$ cat config.mk
export PLATFORM = sky130hd
export DESIGN_NAME = spi_cmd_engine
export DESIGN_NICKNAME = d
export VERILOG_FILES = /design/src/rtl/spi_cmd_pkg.sv /design/src/rtl/spi_cmd_regs.sv /design/src/rtl/spi_cmd_store.sv /design/src/rtl/spi_cmd_seq.sv /design/src/rtl/spi_cmd_engine.sv
export SDC_FILE = /design/constraint.sdc
export NUM_CORES = 2
export LEC_CHECK = 0
export ABC_AREA = 0
export BUFFER_PORTS_ARGS = -buffer_cell sky130_fd_sc_hd__buf_2
export CAP_MARGIN = 20
export CORE_ASPECT_RATIO = 1.5
export CORE_MARGIN = 5
export CORE_UTILIZATION = 48
export CTS_BUF_LIST = sky130_fd_sc_hd__clkbuf_16
export DETAILED_ROUTE_END_ITERATION = 6
export MAX_ROUTING_LAYER = met4
export PLACE_DENSITY_LB_ADDON = 0.2
export SKIP_CTS_REPAIR_TIMING = 1
export SLEW_MARGIN = 20
export SYNTH_ARGS = -nofsm -noshare
export SYNTH_HDL_FRONTEND = slang
export SYNTH_HIERARCHICAL = 1
export SYNTH_SLANG_ARGS = --single-unit
$ cat constraint.sdc
create_clock -name clk -period 3.2 [get_ports clk]
set_input_delay 0.16 -clock clk [delete_from_list [all_inputs] [get_ports clk]]
set_output_delay 0.16 -clock clk [all_outputs]
set_load 0.05 [all_outputs]
$ cat src/rtl/spi_cmd_pkg.sv
package spi_cmd_pkg;

    // Byte offsets of the register window
    localparam logic [7:0] A_CTRL2 = 8'h02;  // control word, byte 2
    localparam logic [7:0] A_CSSEL = 8'h1D;
    localparam logic [7:0] A_OPC   = 8'h45;
    localparam logic [7:0] A_START = 8'h47;
    localparam logic [7:0] A_TXCNT = 8'h48;
    localparam logic [7:0] A_RXCNT = 8'h4B;
    localparam logic [7:0] A_STAT3 = 8'h4F;  // status word, byte 3
    localparam logic [7:0] A_FIFO  = 8'h80;

    localparam int CLR_BIT   = 4;
    localparam int START_BIT = 7;
    localparam int BUSY_BIT  = 7;

    localparam int SCK_DIV = 4;
    localparam int PH_W    = $clog2(SCK_DIV);

    typedef enum logic [1:0] {
        ST_IDLE,
        ST_SHIFT,
        ST_TAIL,
        ST_FIN
    } seq_state_e;

    typedef struct packed {
        logic [7:0] opcode;
        logic [7:0] tx_cnt;
        logic [7:0] rx_cnt;
        logic [1:0] cs_sel;
    } cmd_t;

    function automatic logic in_store(logic [7:0] a, int depth);
        return (int'(a) >= int'(A_FIFO)) && (int'(a) < int'(A_FIFO) + depth);
    endfunction

endpackage

$ cat src/rtl/spi_cmd_regs.sv
module spi_cmd_regs
    import spi_cmd_pkg::*;
(
    input  logic       clk,
    input  logic       rst,
    input  logic       bus_wr,
    input  logic [7:0] bus_addr,
    input  logic [7:0] bus_wdata,
    input  logic       busy,
    output cmd_t       cmd,
    output logic       start,
    output logic       ptr_clr,
    output logic [7:0] reg_rdata
);

    logic wr_ok;
    assign wr_ok = bus_wr && !busy;

    always_ff @(posedge clk) begin
        if (rst) begin
            cmd <= '0;
        end else if (wr_ok) begin
            case (bus_addr)
                A_OPC:   cmd.opcode <= bus_wdata;
                A_TXCNT: cmd.tx_cnt <= bus_wdata;
                A_RXCNT: cmd.rx_cnt <= bus_wdata;
                A_CSSEL: cmd.cs_sel <= bus_wdata[1:0];
                default: ;
            endcase
        end
    end

    assign start   = wr_ok && (bus_addr == A_START) && bus_wdata[START_BIT];
    assign ptr_clr = wr_ok && (bus_addr == A_CTRL2) && bus_wdata[CLR_BIT];

    always_comb begin
        case (bus_addr)
            A_OPC:   reg_rdata = cmd.opcode;
            A_TXCNT: reg_rdata = cmd.tx_cnt;
            A_RXCNT: reg_rdata = cmd.rx_cnt;
            A_CSSEL: reg_rdata = {6'b0, cmd.cs_sel};
            A_STAT3: reg_rdata = {busy, 7'b0};
            default: reg_rdata = 8'h00;
        endcase
    end

    // command registers hold still while a transaction runs
    a_r7_cmd_frozen: assert property (@(posedge clk) disable iff (rst)
        busy |=> $stable(cmd));

endmodule

$ cat src/rtl/spi_cmd_store.sv
module spi_cmd_store #(
    parameter int DEPTH = 70,
    parameter int PW    = $clog2(DEPTH)
) (
    input  logic          clk,
    input  logic          rst,
    input  logic          bus_we,
    input  logic [PW-1:0] bus_idx,
    input  logic [7:0]    bus_wd,
    output logic [7:0]    bus_rd,
    input  logic          eng_we,
    input  logic [PW-1:0] eng_idx,
    input  logic [7:0]    eng_wd,
    output logic [7:0]    eng_rd
);

    logic [7:0] mem [DEPTH];

    always_ff @(posedge clk) begin
        if (rst) begin
            for (int i = 0; i < DEPTH; i++) mem[i] <= 8'h00;
        end else begin
            if (bus_we) mem[bus_idx] <= bus_wd;
            if (eng_we) mem[eng_idx] <= eng_wd;
        end
    end

    assign bus_rd = mem[bus_idx];
    assign eng_rd = mem[eng_idx];

    // bus and engine never write the store in the same cycle
    a_r7_single_writer: assert property (@(posedge clk) disable iff (rst)
        !(bus_we && eng_we));

endmodule

$ cat src/rtl/spi_cmd_seq.sv
module spi_cmd_seq
    import spi_cmd_pkg::*;
#(
    parameter int DEPTH  = 70,
    parameter int PW     = $clog2(DEPTH),
    parameter int NUM_CS = 4
) (
    input  logic              clk,
    input  logic              rst,
    input  logic              start,
    input  logic              ptr_clr,
    input  cmd_t              cmd,
    input  logic              miso,
    input  logic [7:0]        store_rd,
    output logic [PW-1:0]     ptr,
    output logic              store_we,
    output logic [7:0]        store_wd,
    output logic              busy,
    output logic              sck,
    output logic              mosi,
    output logic [NUM_CS-1:0] cs_n
);

    seq_state_e      state;
    logic [PH_W-1:0] phase;
    logic [PH_W-1:0] tail_cnt;
    logic [2:0]      bit_cnt;
    logic [7:0]      tx_left;
    logic [7:0]      rx_left;
    logic            in_rx;
    logic [7:0]      sh_out;
    logic [7:0]      sh_in;
    logic [1:0]      cs_lat;
    logic            byte_end;
    logic            cs_on;
    logic [PW-1:0]   ptr_nxt;

    assign byte_end = (state == ST_SHIFT) && (phase == PH_W'(SCK_DIV - 1)) && (bit_cnt == 3'd0);
    assign ptr_nxt  = (ptr == PW'(DEPTH - 1)) ? '0 : ptr + 1'b1;

    always_ff @(posedge clk) begin
        if (rst) begin
            state    <= ST_IDLE;
            phase    <= '0;
            tail_cnt <= '0;
            bit_cnt  <= '0;
            tx_left  <= '0;
            rx_left  <= '0;
            in_rx    <= 1'b0;
            sh_out   <= '0;
            sh_in    <= '0;
            cs_lat   <= '0;
            ptr      <= '0;
        end else begin
            case (state)
                ST_IDLE: begin
                    if (ptr_clr) ptr <= '0;
                    if (start) begin
                        state   <= ST_SHIFT;
                        sh_out  <= cmd.opcode;
                        tx_left <= cmd.tx_cnt;
                        rx_left <= cmd.rx_cnt;
                        cs_lat  <= cmd.cs_sel;
                        in_rx   <= 1'b0;
                        phase   <= '0;
                        bit_cnt <= 3'd7;
                    end
                end
                ST_SHIFT: begin
                    phase <= phase + 1'b1;
                    if (phase == PH_W'(SCK_DIV / 2 - 1)) sh_in <= {sh_in[6:0], miso};
                    if (phase == PH_W'(SCK_DIV - 1)) begin
                        if (bit_cnt != 3'd0) begin
                            sh_out  <= {sh_out[6:0], 1'b0};
                            bit_cnt <= bit_cnt - 1'b1;
                        end else begin
                            bit_cnt <= 3'd7;
                            if (in_rx || (tx_left != 8'd0)) ptr <= ptr_nxt;
                            if (tx_left != 8'd0) begin
                                sh_out  <= store_rd;
                                tx_left <= tx_left - 1'b1;
                                in_rx   <= 1'b0;
                            end else if (rx_left != 8'd0) begin
                                sh_out  <= 8'h00;
                                rx_left <= rx_left - 1'b1;
                                in_rx   <= 1'b1;
                            end else begin
                                state    <= ST_TAIL;
                                tail_cnt <= '0;
                                in_rx    <= 1'b0;
                            end
                        end
                    end
                end
                ST_TAIL: begin
                    tail_cnt <= tail_cnt + 1'b1;
                    if (tail_cnt == PH_W'(SCK_DIV - 1)) state <= ST_FIN;
                end
                default: state <= ST_IDLE;
            endcase
        end
    end

    assign store_we = byte_end && in_rx;
    assign store_wd = sh_in;
    assign busy     = (state != ST_IDLE);
    assign sck      = (state == ST_SHIFT) && phase[PH_W-1];
    assign mosi     = (state == ST_SHIFT) && sh_out[7];
    assign cs_on    = (state == ST_SHIFT) || (state == ST_TAIL);

    for (genvar g = 0; g < NUM_CS; g++) begin : g_cs
        assign cs_n[g] = !(cs_on && (int'(cs_lat) == g));
    end

    // at most one chip select active
    a_r10_cs_onehot: assert property (@(posedge clk) disable iff (rst)
        $onehot0(~cs_n));

    // clock only toggles inside a selected window
    a_r9_sck_needs_cs: assert property (@(posedge clk) disable iff (rst)
        sck |-> !(&cs_n));

    // two clocks low before each rising edge, two high before each fall
    a_r9_sck_low_half: assert property (@(posedge clk) disable iff (rst)
        $rose(sck) |-> !$past(sck, 2));
    a_r9_sck_high_half: assert property (@(posedge clk) disable iff (rst)
        $fell(sck) |-> $past(sck, 2));

    // busy covers the select window and the cycle after release
    a_r6_busy_covers_cs: assert property (@(posedge clk) disable iff (rst)
        !(&cs_n) |-> busy);
    a_r6_busy_after_release: assert property (@(posedge clk) disable iff (rst)
        $rose(&cs_n) |-> busy);

    // pointer stays inside the store
    a_r8_ptr_range: assert property (@(posedge clk) disable iff (rst)
        int'(ptr) < DEPTH);

endmodule

$ cat src/rtl/spi_cmd_engine.sv
module spi_cmd_engine
    import spi_cmd_pkg::*;
#(
    parameter int FIFO_DEPTH = 70,
    parameter int NUM_CS     = 4
) (
    input  logic              clk,
    input  logic              rst,
    input  logic              bus_wr,
    input  logic [7:0]        bus_addr,
    input  logic [7:0]        bus_wdata,
    output logic [7:0]        bus_rdata,
    output logic              spi_sck,
    output logic              spi_mosi,
    input  logic              spi_miso,
    output logic [NUM_CS-1:0] spi_cs_n
);

    localparam int PW = $clog2(FIFO_DEPTH);

    cmd_t          cmd;
    logic          start;
    logic          ptr_clr;
    logic          busy;
    logic [7:0]    reg_rdata;
    logic          hit;
    logic [PW-1:0] bus_idx;
    logic [7:0]    bus_store_rd;
    logic [PW-1:0] eng_ptr;
    logic          eng_we;
    logic [7:0]    eng_wd;
    logic [7:0]    eng_rd;

    assign hit     = in_store(bus_addr, FIFO_DEPTH);
    assign bus_idx = PW'(bus_addr - A_FIFO);

    spi_cmd_regs u_regs (
        .clk       (clk),
        .rst       (rst),
        .bus_wr    (bus_wr),
        .bus_addr  (bus_addr),
        .bus_wdata (bus_wdata),
        .busy      (busy),
        .cmd       (cmd),
        .start     (start),
        .ptr_clr   (ptr_clr),
        .reg_rdata (reg_rdata)
    );

    spi_cmd_store #(.DEPTH(FIFO_DEPTH), .PW(PW)) u_store (
        .clk     (clk),
        .rst     (rst),
        .bus_we  (bus_wr && hit && !busy),
        .bus_idx (bus_idx),
        .bus_wd  (bus_wdata),
        .bus_rd  (bus_store_rd),
        .eng_we  (eng_we),
        .eng_idx (eng_ptr),
        .eng_wd  (eng_wd),
        .eng_rd  (eng_rd)
    );

    spi_cmd_seq #(.DEPTH(FIFO_DEPTH), .PW(PW), .NUM_CS(NUM_CS)) u_seq (
        .clk      (clk),
        .rst      (rst),
        .start    (start),
        .ptr_clr  (ptr_clr),
        .cmd      (cmd),
        .miso     (spi_miso),
        .store_rd (eng_rd),
        .ptr      (eng_ptr),
        .store_we (eng_we),
        .store_wd (eng_wd),
        .busy     (busy),
        .sck      (spi_sck),
        .mosi     (spi_mosi),
        .cs_n     (spi_cs_n)
    );

    assign bus_rdata = hit ? bus_store_rd : reg_rdata;

endmodule

==> metrics.yaml <==
synth:
  synth.most_common_cell: "edfxtp_1"
  syn_area_sq_um: 66100
  ys.flop_type: "edfxtp_1"
  avgSynthCellArea_sq_um: 11.3
  synth_top_area_frac: 0.465
  synth_area_leaders: "edfxtp_1 (47%), mux2_2 (9.3%), a22o_1 (7.9%)"
  synth_cell_type_count: 94
  async_flop_share: 0
  yosys_warnings: 6
  syn_nets: 5901
  synthTopCellsByCount: "edfxtp_1 (1024), a22o_1 (600), mux2_2 (544)"
  synth_edf_count: 1024
  ys_ff_latch: 1101
  synthCells: 5867
  synth_area_leader_cell: "edfxtp_1"
  ys_seq_area_frac: 0.488
detailed_routing:
  drt_iter0_drc: 11877
  drt_wl_total_um: 392000
  drc: 17
  drt_first_pass_iters: 7
  vias_per_cell: 7.83
  drtAntennaViolNets: 0
  num_vias: 66403
  wl_per_cell_um: 46.2
pwr:
  vdd_drop_max_mv: 0.545
  p_total_mw: 34.0
  p_leak_nw: 29.8
  power_density_nw_per_um2: 404
min_path:
  hold_path_class: "in -> reg"
placement:
  placed_cells: 8184
  place_hpwl_um: 278000
  placed_area_sq_um: 77400
  portBuffers: 33
  pre_cts_slack_ns: -0.969
  routabilityCongestion: 1.14
worst_setup_path:
  r2r_end: "u_seq/sh_out[2]$_SDFFE_PP0P_"
  rrSetupSlack_ns: -0.46
  r2r-start: "u_seq/ptr[1]$_SDFFE_PP0P_"
  startpoint_type: "flop"
  crit_path_start: "u_store/mem[86][0]$_DFFE_PP_"
  worstRegToRegCells: 14
  worstPathArrival_ns: 3.78
  cp-endpoint: "bus_rdata[0]"
  worst-setup-path-type: "reg -> out"
  worstSetupEndpointType: "primary output"
  crit_path_max_fanout: 2
  required_ns: 3.04
finish:
  fin_util: 0.615
  drive_gt1_frac: 0.364
  final_area_sq_um: 84000
  syn2layout_area_growth_pct: 27.1
  layout.cells.non_filler: 8477
  fill_cells: 11044
  nNetsFinal: 6631
sta:
  layout_setup_ws_ns: -0.740
  tightest_slew_ns: 1.02
  setup_violations: 23
  fin_crit_ns: 3.94
  drv_slew: 0
  slew_headroom: 0.319
  max_freq_mhz: 254
  final_hold_viol_count: 0
  finalCritPeriodShare: 1.23
  rsz0062_at_grt: "yes"
  finClkSkew_ns: 0.0366
die:
  rows: 166
  die_w_um: 313
  die_h_um: 465
  core-area_sq_um: 137000
  ios: 34
  start_util: 0.484
  die_area_sq_um: 145000
global_route:
  grt_pass1_vias: 62280
  grt_pass1_wl_um: 523000
  antenna_found_initial: 21
  grt_overflow: 0
  track_usage: 0.530
  grt_max_degree: 156
clock_tree:
  root_buffer: "clkbuf_16"
  clkSinkCount: 1101
  htreeDepth: 3
  clk_pin_slew_ns: 0.06
  clockBufferDepth: 3
  worstSkewPairLatency_ns: 0.79
  cts_tree: "done"
  cts_buffers: 107
outcome:
  status: "complete, but fails checks"
  violations: "design-rule violations, negative setup slack"
flow_run:
  drv_cap: 0
[per-stage QoR]
step,TNS (ns),hold WS (ns)
finish,-5.66,0.0456
global route,-4.90,0.0692
CTS,-114.81,-0.380
detailed placement,-95.60,0.443
global placement,-60.68,0.437
floorplan,-1.08,0.307
[layout make-up]
cell class	instances	area [sq um]	area share
inverters	30	120	0.00143
well taps	1764	2210	0.0263
flip-flops and latches	1101	32300	0.385
multi-input cells	4068	32900	0.392
diodes	26	65.1	0.000774
clock buffers	107	2680	0.0319
clock inverters	92	927	0.0110
repair buffers	1289	12800	0.152
[worst min-delay path by stage]
stage / start / end / slack (ns) / cells after the start
finish: bus_addr[7] / u_regs/cmd[1]$_SDFFE_PP0P_ / 0.05 / 4
global route: bus_addr[7] / u_regs/cmd[1]$_SDFFE_PP0P_ / 0.07 / 4
CTS: spi_miso / u_seq/store_wd[0]$_SDFFE_PP0P_ / -0.38 / 3
detailed placement: spi_miso / u_seq/store_wd[0]$_SDFFE_PP0P_ / 0.44 / 3
global placement: spi_miso / u_seq/store_wd[0]$_SDFFE_PP0P_ / 0.44 / 3
floorplan: spi_miso / u_seq/store_wd[0]$_SDFFE_PP0P_ / 0.31 / 2
[placed cells by master (no fill, tap or decap), types with 25 or more instances in the layout]
cell / n
a211oi_1: 31
a21oi_1: 280
a221o_1: 42
a221oi_1: 255
a221oi_2: 51
a222oi_1: 64
a22o_1: 600
a22oi_1: 155
buf_12: 213
buf_4: 989
buf_6: 44
clkbuf_16: 114
dfxtp_1: 62
diode_2: 26
edfxtp_1: 1024
inv_1: 30
mux2_2: 537
mux2i_1: 192
mux4_2: 42
nand2_1: 377
nand2b_1: 49
nand3_1: 42
nor2_1: 290
nor2_2: 30
nor2b_1: 30
nor3_1: 51
nor3_2: 66
o211ai_1: 29
o21ai_0: 166
o221ai_1: 25
o22ai_1: 88
or3_1: 74
[routing by layer]
| layer | wire length, um | GRT usage | up-vias |
|---|---|---|---|
| met5 | 0 | - | - |
| met2 | 166000 | 0.781 | 6469 |
| met3 | 50600 | 0.154 | 2315 |
| met4 | 50100 | 0.463 | 0 |
| li1 | - | - | 25292 |
| met1 | 125000 | 0.586 | 32327 |
[power breakdown]
part,switching (mW),internal [mW]
registers,0.322,15.9
clock network,6.20,7.23
logic,2.71,1.56
[worst max-delay path, stage by stage, from the launching register on]
cell      delay [ns]
edfxtp_1        0.44
mux2i_1         0.62
o21ai_0         0.19
a222oi_1        0.42
nor2_1          0.14
a211oi_4        0.47
buf_6           0.19
o22ai_4         0.09
mux2_4          0.29
buf_8           0.15
[cells by family after synthesis]
logic type / after synthesis / share of synthesized area
muxes: 789 / 0.138
and+or+nand+nor: 1186 / 0.0845
xor gates and xnor gates: 1 / 0.000132
buffers and inverters: 698 / 0.0443
DFF: 1101 / 0.488
AOI/OAI and AO/OA: 2078 / 0.241
adders and majority gates: 14 / 0.00265
[sequential cells by signal, summed over array words and instances, names as in the netlist, 3 cells and up]
register and flops:
u_seq/sh_out 8, u_seq/store_wd 8, u_seq/rx_left 8, u_seq/bit_cnt 3, u_seq/ptr 7, u_regs/cmd 26
u_seq/tx_left 8, u_store/mem 1024
Note: power is estimated with default switching activity, not from simulation.
